===== src/rtl/ccs_pkg.sv =====
package ccs_pkg;
  localparam int PC_W     = 16;
  localparam int WORD_W   = 32;
  localparam int MODE_BIT = 18;
  localparam int ZF_BIT   = 17;
  localparam int CF_BIT   = 16;

  typedef enum logic [2:0] {
    OP_NOP  = 3'd0,
    OP_SETF = 3'd1,
    OP_JMP  = 3'd2,
    OP_CALL = 3'd3,
    OP_RET  = 3'd4
  } op_e;

  typedef enum logic [1:0] {ST_IDLE, ST_GNT, ST_RD} st_e;

  typedef struct packed {
    op_e             op;
    logic [1:0]      sel;
    logic [PC_W-1:0] tgt;
    logic            rel;
    logic            tgl;
    logic            dly;
    logic            wz;
    logic            wc;
  } instr_t;

  function automatic logic [WORD_W-1:0] pack_frame(input logic m, input logic z,
                                                   input logic c, input logic [PC_W-1:0] ra);
    logic [WORD_W-1:0] w;
    w = '0;
    w[MODE_BIT] = m;
    w[ZF_BIT]   = z;
    w[CF_BIT]   = c;
    w[PC_W-1:0] = ra;
    return w;
  endfunction
endpackage


===== src/rtl/ccs_stack_mem.sv =====
module ccs_stack_mem #(
  parameter int DEPTH = 16,
  parameter int DW    = 32,
  localparam int AW   = $clog2(DEPTH)
) (
  input  logic          clk,
  input  logic          we,
  input  logic [AW-1:0] waddr,
  input  logic [DW-1:0] wdata,
  input  logic          re,
  input  logic [AW-1:0] raddr,
  output logic [DW-1:0] rdata
);
  logic [DW-1:0] mem [DEPTH];

  always_ff @(posedge clk) begin
    if (we) mem[waddr] <= wdata;
    if (re) rdata <= mem[raddr];
  end
endmodule


===== src/rtl/ccs_ptr_file.sv =====
module ccs_ptr_file #(
  parameter int SH_DEPTH  = 16,
  parameter int AUX_DEPTH = 8,
  parameter int PW        = 16
) (
  input  logic          clk,
  input  logic          rst,
  input  logic [1:0]    sel,
  input  logic          inc,
  input  logic          dec,
  output logic [PW-1:0] cur,
  output logic [PW-1:0] prev
);
  logic [PW-1:0] ptr [4];
  logic [PW-1:0] bck [4];

  for (genvar i = 0; i < 4; i++) begin : g_ptr
    localparam int            DEP  = (i < 2) ? SH_DEPTH : AUX_DEPTH;
    localparam logic [PW-1:0] MASK = PW'(DEP - 1);
    localparam logic [PW-1:0] BASE = PW'((i % 2) * (DEP / 2));
    logic [PW-1:0] p;
    logic [PW-1:0] up;
    logic [PW-1:0] dn;
    assign up     = (p + PW'(1)) & MASK;
    assign dn     = (p - PW'(1)) & MASK;
    assign ptr[i] = p;
    assign bck[i] = dn;
    always_ff @(posedge clk) begin
      if (rst)                        p <= BASE;
      else if (sel == 2'(i) && inc)   p <= up;
      else if (sel == 2'(i) && dec)   p <= dn;
    end
  end

  assign cur  = ptr[sel];
  assign prev = bck[sel];
endmodule


===== src/rtl/ccs_delay.sv =====
module ccs_delay #(
  parameter int SLOTS = 3,
  localparam int CW   = $clog2(SLOTS + 1)
) (
  input  logic clk,
  input  logic rst,
  input  logic arm,
  input  logic retire,
  output logic pending,
  output logic fire
);
  logic [CW-1:0] cnt;

  assign pending = (cnt != '0);
  assign fire    = retire && (cnt == CW'(1));

  always_ff @(posedge clk) begin
    if (rst)                     cnt <= '0;
    else if (arm)                cnt <= CW'(SLOTS);
    else if (retire && pending)  cnt <= cnt - CW'(1);
  end
endmodule


===== src/rtl/ccs_engine.sv =====
module ccs_engine
  import ccs_pkg::*;
#(
  parameter int SH_DEPTH  = 16,
  parameter int AUX_DEPTH = 8,
  parameter int DLY_SLOTS = 3
) (
  input  logic        clk,
  input  logic        rst,
  input  logic        instr_valid,
  input  logic [2:0]  instr_op,
  input  logic [1:0]  stk_sel,
  input  logic [15:0] tgt_val,
  input  logic        tgt_rel,
  input  logic        tgl_mode,
  input  logic        dly_br,
  input  logic        wr_z,
  input  logic        wr_c,
  input  logic        z_in,
  input  logic        c_in,
  input  logic        sh_gnt,
  output logic [15:0] pc,
  output logic        exec_mode,
  output logic        flag_z,
  output logic        flag_c,
  output logic        busy
);
  localparam int SH_AW  = $clog2(SH_DEPTH);
  localparam int AUX_AW = $clog2(AUX_DEPTH);
  localparam int PTR_W  = 16;

  st_e    state, state_nx;
  instr_t op_q, in_i, cur_i;
  logic   dly_pend, dly_fire, st_wait;

  always_comb begin
    in_i.sel = stk_sel;
    in_i.tgt = tgt_val;
    in_i.rel = tgt_rel;
    in_i.tgl = tgl_mode;
    in_i.dly = dly_br;
    in_i.wz  = wr_z;
    in_i.wc  = wr_c;
    case (instr_op)
      3'd1:    in_i.op = OP_SETF;
      3'd2:    in_i.op = OP_JMP;
      3'd3:    in_i.op = OP_CALL;
      3'd4:    in_i.op = OP_RET;
      default: in_i.op = OP_NOP;
    endcase
    // branches inside a delay window act as plain instructions
    if (dly_pend && (in_i.op == OP_JMP || in_i.op == OP_CALL || in_i.op == OP_RET))
      in_i.op = OP_NOP;
  end

  logic accept;
  assign accept  = (state == ST_IDLE) && instr_valid;
  assign cur_i   = (state == ST_IDLE) ? in_i : op_q;
  assign busy    = (state != ST_IDLE);
  assign st_wait = (state == ST_GNT);

  logic is_aux;
  assign is_aux = cur_i.sel[1];

  logic plain_go, jmp_go, call_aux, call_sh, call_go, rd_aux, rd_sh, ret_go;
  assign plain_go = accept && (in_i.op == OP_NOP || in_i.op == OP_SETF);
  assign jmp_go   = accept && in_i.op == OP_JMP;
  assign call_aux = accept && in_i.op == OP_CALL && is_aux;
  assign call_sh  = st_wait && sh_gnt && op_q.op == OP_CALL;
  assign call_go  = call_aux || call_sh;
  assign rd_aux   = accept && in_i.op == OP_RET && is_aux;
  assign rd_sh    = st_wait && sh_gnt && op_q.op == OP_RET;
  assign ret_go   = (state == ST_RD);

  logic [PTR_W-1:0] ptr_cur, ptr_prev;
  ccs_ptr_file #(.SH_DEPTH(SH_DEPTH), .AUX_DEPTH(AUX_DEPTH), .PW(PTR_W)) u_ptrs (
    .clk(clk), .rst(rst), .sel(cur_i.sel), .inc(call_go), .dec(rd_aux || rd_sh),
    .cur(ptr_cur), .prev(ptr_prev)
  );

  logic [PC_W-1:0]   tgt_eff, ret_addr;
  logic [WORD_W-1:0] frame, sh_rd, aux_rd, rd_word;
  assign tgt_eff  = cur_i.rel ? (pc + cur_i.tgt) : cur_i.tgt;
  assign ret_addr = pc + (cur_i.dly ? PC_W'(DLY_SLOTS + 1) : PC_W'(1));
  assign frame    = pack_frame(exec_mode, flag_z, flag_c, ret_addr);

  ccs_stack_mem #(.DEPTH(SH_DEPTH), .DW(WORD_W)) u_sh_mem (
    .clk(clk), .we(call_sh), .waddr(ptr_cur[SH_AW-1:0]), .wdata(frame),
    .re(rd_sh), .raddr(ptr_prev[SH_AW-1:0]), .rdata(sh_rd)
  );
  ccs_stack_mem #(.DEPTH(AUX_DEPTH), .DW(WORD_W)) u_aux_mem (
    .clk(clk), .we(call_aux), .waddr(ptr_cur[AUX_AW-1:0]), .wdata(frame),
    .re(rd_aux), .raddr(ptr_prev[AUX_AW-1:0]), .rdata(aux_rd)
  );

  assign rd_word = op_q.sel[1] ? aux_rd : sh_rd;

  logic unused_bits;
  assign unused_bits = ^{rd_word[WORD_W-1:MODE_BIT+1], ptr_cur[PTR_W-1:AUX_AW],
                         ptr_prev[PTR_W-1:AUX_AW]};

  logic            br_go, br_mode, br_zen, br_cen;
  logic [PC_W-1:0] br_pc;
  assign br_go   = jmp_go || call_go || ret_go;
  assign br_pc   = ret_go ? rd_word[PC_W-1:0] : tgt_eff;
  assign br_mode = ret_go ? rd_word[MODE_BIT] : (exec_mode ^ cur_i.tgl);
  assign br_zen  = ret_go && cur_i.wz;
  assign br_cen  = ret_go && cur_i.wc;

  ccs_delay #(.SLOTS(DLY_SLOTS)) u_dly (
    .clk(clk), .rst(rst), .arm(br_go && cur_i.dly), .retire(plain_go),
    .pending(dly_pend), .fire(dly_fire)
  );

  always_comb begin
    state_nx = state;
    case (state)
      ST_IDLE: if (accept && (in_i.op == OP_CALL || in_i.op == OP_RET)) begin
        if (!in_i.sel[1])           state_nx = ST_GNT;
        else if (in_i.op == OP_RET) state_nx = ST_RD;
      end
      ST_GNT:  if (sh_gnt) state_nx = (op_q.op == OP_RET) ? ST_RD : ST_IDLE;
      default: state_nx = ST_IDLE;
    endcase
  end

  logic [PC_W-1:0] pend_pc;
  logic            pend_mode, pend_zen, pend_z, pend_cen, pend_c;

  always_ff @(posedge clk) begin
    if (rst) begin
      state     <= ST_IDLE;
      op_q      <= '0;
      pc        <= '0;
      exec_mode <= 1'b0;
      flag_z    <= 1'b0;
      flag_c    <= 1'b0;
      pend_pc   <= '0;
      pend_mode <= 1'b0;
      pend_zen  <= 1'b0;
      pend_z    <= 1'b0;
      pend_cen  <= 1'b0;
      pend_c    <= 1'b0;
    end else begin
      state <= state_nx;
      if (accept) op_q <= in_i;
      if (br_go) begin
        if (!cur_i.dly) begin
          pc        <= br_pc;
          exec_mode <= br_mode;
          if (br_zen) flag_z <= rd_word[ZF_BIT];
          if (br_cen) flag_c <= rd_word[CF_BIT];
        end else begin
          pc        <= pc + PC_W'(1);
          pend_pc   <= br_pc;
          pend_mode <= br_mode;
          pend_zen  <= br_zen;
          pend_z    <= rd_word[ZF_BIT];
          pend_cen  <= br_cen;
          pend_c    <= rd_word[CF_BIT];
        end
      end else if (plain_go) begin
        if (in_i.op == OP_SETF) begin
          flag_z <= z_in;
          flag_c <= c_in;
        end
        if (dly_fire) begin
          pc        <= pend_pc;
          exec_mode <= pend_mode;
          if (pend_zen) flag_z <= pend_z;
          if (pend_cen) flag_c <= pend_c;
        end else begin
          pc <= pc + PC_W'(1);
        end
      end
    end
  end
endmodule


===== config.mk =====
export PLATFORM = sky130hd
export DESIGN_NAME = ccs_engine
export DESIGN_NICKNAME = d
export VERILOG_FILES = /design/src/rtl/ccs_pkg.sv /design/src/rtl/ccs_stack_mem.sv /design/src/rtl/ccs_ptr_file.sv /design/src/rtl/ccs_delay.sv /design/src/rtl/ccs_engine.sv
export SDC_FILE = /design/constraint.sdc
export NUM_CORES = 1
export LEC_CHECK = 0
export CAP_MARGIN = 20
export CORE_ASPECT_RATIO = 0.7
export CORE_MARGIN = 1.5
export CORE_UTILIZATION = 60
export CTS_CLUSTER_DIAMETER = 100
export DETAILED_ROUTE_END_ITERATION = 10
export DONT_BUFFER_PORTS = 1
export HOLD_SLACK_MARGIN = 0.1
export PLACE_DENSITY = 0.76
export SLEW_MARGIN = 20
export SYNTH_ARGS = -nofsm -noshare
export SYNTH_HDL_FRONTEND = slang
export SYNTH_SLANG_ARGS = --single-unit

===== constraint.sdc =====
create_clock -name clk -period 4.9 [get_ports clk]
set_input_delay 0.98 -clock clk [delete_from_list [all_inputs] [get_ports clk]]
set_output_delay 0.98 -clock clk [all_outputs]
set_load 0.005 [all_outputs]

== Yosys cells after proc, flatten, opt, wreduce, memory -nomap -nowiden ==
Memory sizes are Yosys's and may differ from the RTL's. A register that Yosys moved wholly into a read port is not among the register bits.
Cells that the tools add are included.
Cells by class
  bitwise logic cells: 2
  add/subtract/negate cells: 12
  magnitude comparators: 1
  eq/ne operators: 25
  muxes and demuxes: 56
  reduce and logical (&&, ||, !) cells: 50
Operators with widths (number)
  16-bit two-way mux: 6
  16-bit binary-select mux with 2-bit select: 2
  4-bit two-way mux: 8
  1-bit logical AND: 25
  1-bit two-way mux: 23
  23-bit two-way mux: 1
  3-bit by 2-bit == test with 1-bit output, second input constant: 7
  19-bit two-way mux: 1
  3-bit two-way mux: 6
  2-bit nonzero test: 9
  16-bit by 1-bit adder with 16-bit output, second input constant: 1
  16-bit adder: 1
  16-bit by 3-bit adder with 16-bit output: 1
  2-bit two-way mux: 7
  3-bit == test, second input constant: 4
  3-bit case mux with 4 select lines: 1
  3-bit AND reduction: 4
  4-bit by 1-bit adder with 4-bit output, second input constant: 2
  1-bit logical OR: 8
  4-bit by 1-bit subtractor with 4-bit output, second input constant: 2
  3-bit by 1-bit adder with 3-bit output, second input constant: 2
  2-bit by 1-bit == test with 1-bit output, second input constant: 3
  2-bit == test, second input constant: 3
  3-bit by 1-bit == test with 1-bit output, second input constant: 2
  12 further kinds: 17
Storage, ports and cells
  memory bits (writable): 456
  output and inout bits: 20
  word-level logic and storage cells: 172
  input bits: 32
  register bits: 84
  memories kept: 2
Memories
  u_sh_mem.mem: words 16, bits a word 19, rd ports 1, clocked after memory_dff 1, wr ports 1, line ccs_stack_mem.sv:14  | logic [DW-1:0] mem [DEPTH];
  u_aux_mem.mem: words 8, bits a word 19, rd ports 1, clocked after memory_dff 1, wr ports 1, line ccs_stack_mem.sv:14

== Depth between registers and ports, before layout ==
Gate-level depths: netlist of the first run.
  word-level depth: 15
  mapped depth: 13
  mapped depth without buffers: 12

== By module ==
A second synthesis of the first run with hierarchy kept.
Second synthesis, totals
  cells, all modules: 2070
  area total of the unflattened synthesis: 37404.6 um^2
By module, submodules not included
  ccs_stack_mem at u_sh_mem: area each 20155.6 um^2, cells each 838, sequential area each 16335.7 um^2, instances 1
  ccs_stack_mem at u_aux_mem: area each 10786.6 um^2, cells each 415, sequential area each 8648.3 um^2, instances 1
  ccs_engine: area each 5044.8 um^2, cells each 661, sequential area each 1361.3 um^2, instances 1
  ccs_ptr_file: area each 1278.7 um^2, cells each 141, sequential area each 280.3 um^2, instances 1
  ccs_delay: area each 138.9 um^2, cells each 15, sequential area each 40.0 um^2, instances 1

== Worst setup path after synthesis of the first run ==
No wires, ideal clock.
  path type: in2reg
  start: input port stk_sel[0]
  end: memory u_sh_mem.mem[8][0] (netlist bit), enable pin
  required time: 4481 ps
  library setup time: 419 ps
  path buffers: 1
  slack: 477 ps
  arrival: 4004 ps
  cell stages on the path: 6
  path through: nor3b_1 nor2_1 buf_2 mux4_2 or4_1 nor3_1
On the way
  word-level cells in the longest chain between the ends: 5
RTL lines
  start, declared: line ccs_engine.sv:12  | input logic [1:0] stk_sel,
  23-bit two-way mux: line ccs_engine.sv:58  | assign cur_i = (state == ST_IDLE) ? in_i : op_q;
  2-bit NOT with 3-bit output (implied by the code): line ccs_ptr_file.sv:35  | assign cur = ptr[sel];
  16-bit binary-select mux with 2-bit select: line ccs_ptr_file.sv:35
  4-bit two-way mux (implied by the code) (2 in a row): line ccs_ptr_file.sv:35
  end, declared: line ccs_stack_mem.sv:14
Every way passes these cells. The select of a mux whose other input is x is not followed.

== Final worst setup path of the first run ==
  start: register state[1]
  end: register pc[7]
On the way
  word-level cells in the longest chain between the ends: 8
  elaborated cells between the ends (all ways): 23
  classes of those cells: 1 x add/sub; 2 x eq/ne; 7 x mux; 13 x reduce/logical
RTL lines
  start, declared: line ccs_engine.sv:32  | st_e state, state_nx;
  start signal, assigned: line ccs_engine.sv:145  | state <= state_nx;
  branches (longest 8 deep; another with 16-bit adder)
  end signal, assigned: line ccs_engine.sv:149  | pc <= br_pc;
  end signal, assigned: line ccs_engine.sv:154  | pc <= pc + PC_W'(1);
  end signal, assigned: line ccs_engine.sv:168  | pc <= pend_pc;
  end, declared: line ccs_engine.sv:22  | output logic [15:0] pc,
Several ways; the timed one is not identified. The select of a mux whose other input is x is not followed.
A chain may end at the register's enable or synchronous reset.

==> results of run 1 <==
==> through the flow <==
step | hold slack (ns) | instances
finish | 0.4493 | 2484
global route | 0.4368 | 2483
CTS | 0.4278 | 2483
detailed placement | 0.4407 | 2385
global placement | 0.4332 | 2385
floorplan | 0.4338 | 1894
==> where the power goes <==
part           switching (mW)  total, mW  internal (mW)  leakage (nW)
combinational           0.776       1.18          0.408          3.86
clock                    1.83       4.04           2.21         0.821
sequential              0.110       5.64           5.53          5.24
total                    2.72       10.9           8.15          9.92
==> tightest hold or removal path, stage by stage (launching register included) <==
cell     delay, ns
dfxtp_1       0.31
nand2_1       0.05
a21oi_1       0.05
==> cell usage in the layout, fill, tap and decap left out, types with 11 or more instances in the layout <==
master | Yosys | final
o21ai_0 | 78 | 78
a211oi_1 | 20 | 20
mux2_2 | 75 | 75
mux2i_1 | 57 | 57
inv_1 | 30 | 30
nor2b_1 | 11 | 11
nor2_1 | 85 | 69
nor3_1 | 43 | 33
nand2_1 | 211 | 211
and3_1 | 45 | 45
edfxtp_1 | 494 | 494
a21oi_1 | 122 | 122
xnor2_1 | 34 | 28
clkbuf_16 | 0 | 53
a22o_1 | 18 | 18
dfxtp_1 | 84 | 84
ha_1 | 29 | 29
clkinv_2 | 0 | 12
buf_4 | 1 | 63
nor2_2 | 1 | 16
mux4_2 | 42 | 42
xor2_1 | 17 | 16
clkinv_1 | 1 | 14
nand3_1 | 26 | 26
a31oi_1 | 51 | 51
a211o_1 | 39 | 39
or3_1 | 25 | 25
==> final timing paths <==
kind	cells past startpoint	slack, ns	start	to
worst max-delay path	10	1.21	state[1]	pc[7]
worst min-delay path	2	0.45	op_q[15]	op_q[15]
worst max register to register	10	1.21	state[1]	pc[7]
worst min register to register	2	0.45	op_q[15]	op_q[15]
==> cell families (layout without fill, tap and decap cells) <==
| family | after synthesis | count (layout) |
|---|---|---|
| compound gates | 403 | 403 |
| xor+xnor | 51 | 51 |
| buf+inv | 152 | 197 |
| mux | 175 | 175 |
| flops | 578 | 578 |
| simple gates | 505 | 505 |
| other cells | 0 | 1 |
| fa+ha+maj | 30 | 30 |
==> per-layer routing <==
| metal | part of all wire, % | up-vias |
|---|---|---|
| met2 | 44 | 925 |
| met3 | 11 | 112 |
| met5 | 0 | - |
| met4 | 2.5 | 0 |
| li1 | - | 7243 |
| met1 | 43 | 8158 |
==> final cells by class <==
cell class	count	area [µm²]	area share, %
antenna	1	2.502	0.008955
clock buffer	60	1353	4.840
clock inverter	38	345.3	1.236
inverter	31	116.4	0.4164
multi-input combinational	1164	8358	29.91
sequential	578	16520	59.10
tap	544	680.7	2.436
timing repair buffer	68	573.1	2.051
==> sequential cells by signal, summed over array words and instances, names as in the netlist, 2 cells and up <==
register and flops:
pend_pc 16, u_sh_mem.rdata 19, u_dly.cnt 2, u_sh_mem.mem 304, u_aux_mem.rdata 19, state 2, pc 16, u_aux_mem.mem 152
op_q 26, u_ptrs.g_ptr.p 14
==> impl_metrics.py, run 1 <==
metrics = {
    "yosys": {
        "synth_top_family_by_area": "compound AO/OA/AOI/OAI gates",
        "avgSynthCellArea_um2": 13.36,
        "synth_common_cells": "494 x edfxtp_1, 211 x nand2_1, 122 x a21oi_1",
        "yosysMostFrequentCell": "edfxtp_1",
        "syn_nets": 1956,
        "yosys.area.top_type": "edfxtp_1",
        "synthFlopType": "edfxtp_1",
        "synth-compound-area-share_pct": 10.24,
        "syn-cell-area_um2": 25300,
        "yosysUniqueCellTypes": 73,
        "yosys.area_share.simple_pct": 9.377,
        "synth.mux.area_fraction_pct": 9.392,
        "ys_seq_elements": 578,
        "synth_seq_area_share_pct": 65.29,
        "synth_top_area_share_pct": 58.64,
        "synthXorXnorAreaFrac_pct": 1.766,
        "synth_area_leaders": "edfxtp_1 59%, dfxtp_1 6.6%, mux4_2 3.7%, mux2_2 3.3%, nand2_1 3.1%",
        "yosysWarnings": 0,
        "synthAdderAreaFrac_pct": 1.513,
        "async_flop_share_pct": 0,
        "synthCells": 1894,
        "synth-edff-count": 494,
    },
    "timing": {
        "finClkSkew_ns": 0.03697,
        "rsz0062_at_grt": "false",
        "slew_violations": 0,
        "setup_ws_ns": 1.207,
        "achievable-frequency_mhz": 270.8,
        "min_period_over_period_pct": 75.37,
        "min_period_ns": 3.693,
        "worstMarginPinSlew_ns": 1.018,
        "hold_viol": 0,
        "max-slew-margin-rel_pct": 31.78,
        "tns_ns": 0,
        "setup_violations": 0,
    },
    "cts": {
        "clock_latency_ns": 0.62,
        "cts_tree": "yes",
        "cts_resized": 0,
        "clk_pin_slew_worst_paths_ns": 0.07,
        "cts_buffers": 52,
        "cts.sinks": 578,
        "holdBufCountCts": 0,
        "postCtsSetupRepairBufs": 0,
        "root_buffer": "clkbuf_16",
        "clock_path_buffers": 3,
        "cts_max_level": 2,
    },
    "floorplan": {
        "start_util_pct": 61.30,
        "die_area_um2": 43420,
        "row_count": 62,
        "die_h_um": 174.8,
        "core_um2": 41270,
        "die_width_um": 248.4,
        "io_pins": 52,
    },
    "global_routing": {
        "met3_usage_pct": 7.731,
        "grt_max_degree": 81,
        "grt_pass1_vias": 15984,
        "grt_util_met1_pct": 42.78,
        "grt_pass1_wl_um": 95440,
        "grt-busiest-layer": "met2",
        "antenna_found_initial": 1,
        "grt-ovfl-total": 0,
        "track_usage_pct": 29.06,
        "grtUsageMet2_pct": 42.81,
    },
    "route": {
        "drt-initial-drc-count": 2251,
        "totalWireLength_um": 62880,
        "vias": 16438,
        "avgRoutedWirePerCell_um": 25.31,
        "first_pass_iters": 11,
        "vias_per_cell": 6.618,
        "drc": 16,
        "postRouteAntennaNets": 0,
    },
    "power": {
        "power_mw": 10.87,
        "ir_drop_mv": 0.3419,
        "p_per_area_nw_per_um2": 389.1,
        "p_leak_nw": 9.917,
    },
    "critical_path": {
        "crit_buf_inv": 1,
        "crit_family": "compound AO/OA/AOI/OAI gates",
        "cpMostUsedCell": "a21oi_1",
        "crit_type": "reg -> reg",
        "cp_max_fo": 22,
        "required_ns": 5.40,
        "crit_path_end_kind": "flop",
        "worst_path_max_delay_cell": "o311ai_0",
        "start_kind": "flop",
        "crit_arrival_ns": 4.20,
        "cp_cell_sequence": "nor2_2 > buf_4 > mux2_2 > ha_1 > a21oi_1 > a2bb2oi_1 > nand2_1 > o311ai_0 > a21oi_1 > nor4_1",
        "cpPeakStageDelay_ns": 0.87,
    },
    "status": {
        "status": "finished with violations",
        "failed_checks": "DRC",
    },
    "min_path": {
        "hold_class": "reg -> reg",
    },
    "finish": {
        "fin_area_um2": 27940,
        "n_fill_cell": 2789,
        "final_layout_size_suffix_gt1_share_pct": 16.14,
        "fin_util_pct": 67.71,
        "nets": 1957,
        "areaGrowthSynthToFinish_pct": 10.46,
    },
    "placed_design": {
        "dpl_worst_slack_ns": 0.7590,
        "io_buffers": 0,
        "post-dp-hpwl_um": 40240,
        "routabilityCongestion": 1.005,
        "placed_cell_area_um2": 26210,
    },
    "flow_run": {
        "drv_cap": 0,
    },
}
(Power assumes the default switching activity.)
==> run 2: changes to the inputs <==
--- a/config.mk
+++ b/config.mk
@@ -8,12 +8,12 @@
 export CAP_MARGIN = 20
 export CORE_ASPECT_RATIO = 0.7
 export CORE_MARGIN = 1.5
-export CORE_UTILIZATION = 60
+export CORE_UTILIZATION = 57
 export CTS_CLUSTER_DIAMETER = 100
 export DETAILED_ROUTE_END_ITERATION = 10
 export DONT_BUFFER_PORTS = 1
 export HOLD_SLACK_MARGIN = 0.1
-export PLACE_DENSITY = 0.76
+export PLACE_DENSITY = 0.75
 export SLEW_MARGIN = 20
 export SYNTH_ARGS = -nofsm -noshare
 export SYNTH_HDL_FRONTEND = slang
==> constraint.sdc (replaced) <==
create_clock -name clk -period 3.2 [get_ports clk]
set_input_delay 0.64 -clock clk [delete_from_list [all_inputs] [get_ports clk]]
set_output_delay 0.64 -clock clk [all_outputs]
set_load 0.005 [all_outputs]
==> impl_metrics.py, run 2 (synthesized netlist as in run 1, its figures left out) <==
metrics = {
    "finish": {
        "final_common_cell": "edfxtp_1",
        "finalNonFillerCells": 2635,
        "largest_reg_flops": 304,
        "areaGrowthSynthToFinish_pct": 16.18,
        "nets": 2067,
        "fin_area_um2": 29390,
        "final_layout_size_suffix_gt1_share_pct": 20.83,
        "fin_util_pct": 67.22,
        "top_regs": "u_sh_mem.mem (304), u_aux_mem.mem (152), op_q (26)",
        "most-common-layout-cells": "494 x edfxtp_1, 209 x nand2_1, 133 x buf_4, 120 x a21oi_1, 82 x dfxtp_1",
        "largest-register": "u_sh_mem.mem",
    },
    "critical_path": {
        "required_ns": 3.52,
        "cpPeakStageDelay_ns": 0.38,
        "crit_type": "reg -> reg",
        "start_kind": "flop",
        "cp_max_fo": 39,
        "crit_path_end_kind": "flop",
        "crit_buf_inv": 4,
        "crit_arrival_ns": 3.42,
        "cp_cell_sequence": "nor2_4 > buf_4 > mux2_4 > buf_4 > mux4_2 > buf_12 > a21o_1 > buf_12 > a21oi_1 > a22o_1 > or3_1",
        "crit_family": "buffers and inverters",
        "worst_path_max_delay_cell": "mux4_2",
    },
    "route": {
        "totalWireLength_um": 65810,
        "vias_per_cell": 6.379,
        "first_pass_iters": 5,
        "avgRoutedWirePerCell_um": 24.97,
        "postRouteAntennaNets": 0,
        "vias": 16808,
        "drc": 0,
        "drt-initial-drc-count": 1962,
    },
    "floorplan": {
        "row_count": 64,
        "die_h_um": 179.3,
        "start_util_pct": 57.86,
        "die_width_um": 254.8,
        "core_um2": 43720,
        "die_area_um2": 45680,
        "io_pins": 52,
    },
    "placed_design": {
        "placed_cell_area_um2": 27490,
        "dp.cells": 2533,
        "io_buffers": 0,
        "routabilityCongestion": 0.9076,
        "post-dp-hpwl_um": 42180,
        "dpl_worst_slack_ns": -0.2170,
    },
    "cts": {
        "clk_pin_slew_worst_paths_ns": 0.06,
        "cts_tree": "yes",
        "root_buffer": "clkbuf_16",
        "cts.sinks": 578,
        "clock_path_buffers": 3,
        "cts_buffers": 53,
        "cts_max_level": 2,
        "clock_latency_ns": 0.59,
    },
    "timing": {
        "max-slew-margin-rel_pct": 33.56,
        "hold_viol": 0,
        "min_period_over_period_pct": 96.95,
        "setup_ws_ns": 0.09768,
        "whs_ns": 0.1221,
        "rsz0062_at_grt": "true",
        "finClkSkew_ns": 0.01888,
        "slew_violations": 0,
        "achievable-frequency_mhz": 322.3,
        "setup_violations": 0,
        "min_period_ns": 3.102,
        "worstMarginPinSlew_ns": 0.9966,
    },
    "flow_run": {
        "drv_cap": 0,
    },
    "global_routing": {
        "antenna_found_initial": 1,
        "track_usage_pct": 28.97,
        "grt_pass1_vias": 15878,
        "grt_pass1_wl_um": 98010,
        "grt-ovfl-total": 0,
        "grt_max_degree": 79,
    },
    "power": {
        "p_leak_nw": 10.54,
        "p_per_area_nw_per_um2": 575.8,
        "ir_drop_mv": 0.5137,
    },
    "status": {
        "status": "finished, final reports clean",
    },
    "min_path": {
        "hold_class": "in -> reg",
    },
}
run 2: per-layer routing:
layer	GRT usage [%]	vias to the layer above	share of wire (%)
met5	0	-	0
met4	6.903	0	1.9
met3	6.083	97	9.7
met2	42.13	846	44
met1	44.66	8412	44
li1	-	7453	-
run 2: worst paths after layout:
kind              startpoint                 end  slack, ns  cells after the start
hold reg to reg     op_q[18]            op_q[18]       0.45                      2
hold / removal           rst            op_q[16]       0.12                      1
setup reg to reg    state[1]  u_sh_mem.rdata[16]        0.1                     11
setup / recovery    state[1]  u_sh_mem.rdata[16]        0.1                     11
run 2: repair_timing:
action / 4_1_cts / 5_1_grt
pin swaps: 1 / 7
gates resized for setup: 8 / 19
hold buffers: 0 / 1
endpoints found under the hold margin: 0 / 1
endpoints found under the setup margin: 125 / 152
setup buffers: 0 / 10
run 2: where the power goes:
group          internal [mW]  leakage (nW)  switching, mW
clock network           3.46         0.789           2.77
registers               8.47          5.24          0.103
logic                  0.798          4.51           1.32
run 2: worst reg2reg max path: stages, from the launching register on:
cell and delay (ns):
dfxtp_2 0.35, nor2_4 0.16, buf_4 0.14, mux2_4 0.32, buf_4 0.18, mux4_2 0.39, buf_12 0.24, a21o_1 0.18
buf_12 0.18, a21oi_1 0.08, a22o_1 0.26, or3_1 0.35
run 2: cell type report:
type                       instances  area (µm²)
tap                              594       743.2
multi-input combinational       1164        8508
inverter                          31       116.4
fill                            3049       14330
sequential                       578       16520
timing repair buffer             177        1829
antenna                            1       2.502
clock inverter                    24       295.3
clock buffer                      66        1375
run 2: stage by stage:
stage            TNS, ns  total power [mW]
5_1_grt         -0.01788             17.44
2_1_floorplan     -77.50             9.948
4_1_cts        -0.004673             16.92
3_5_place_dp      -22.85             10.75
3_3_place_gp      -20.86             10.70
6_report               0             16.92
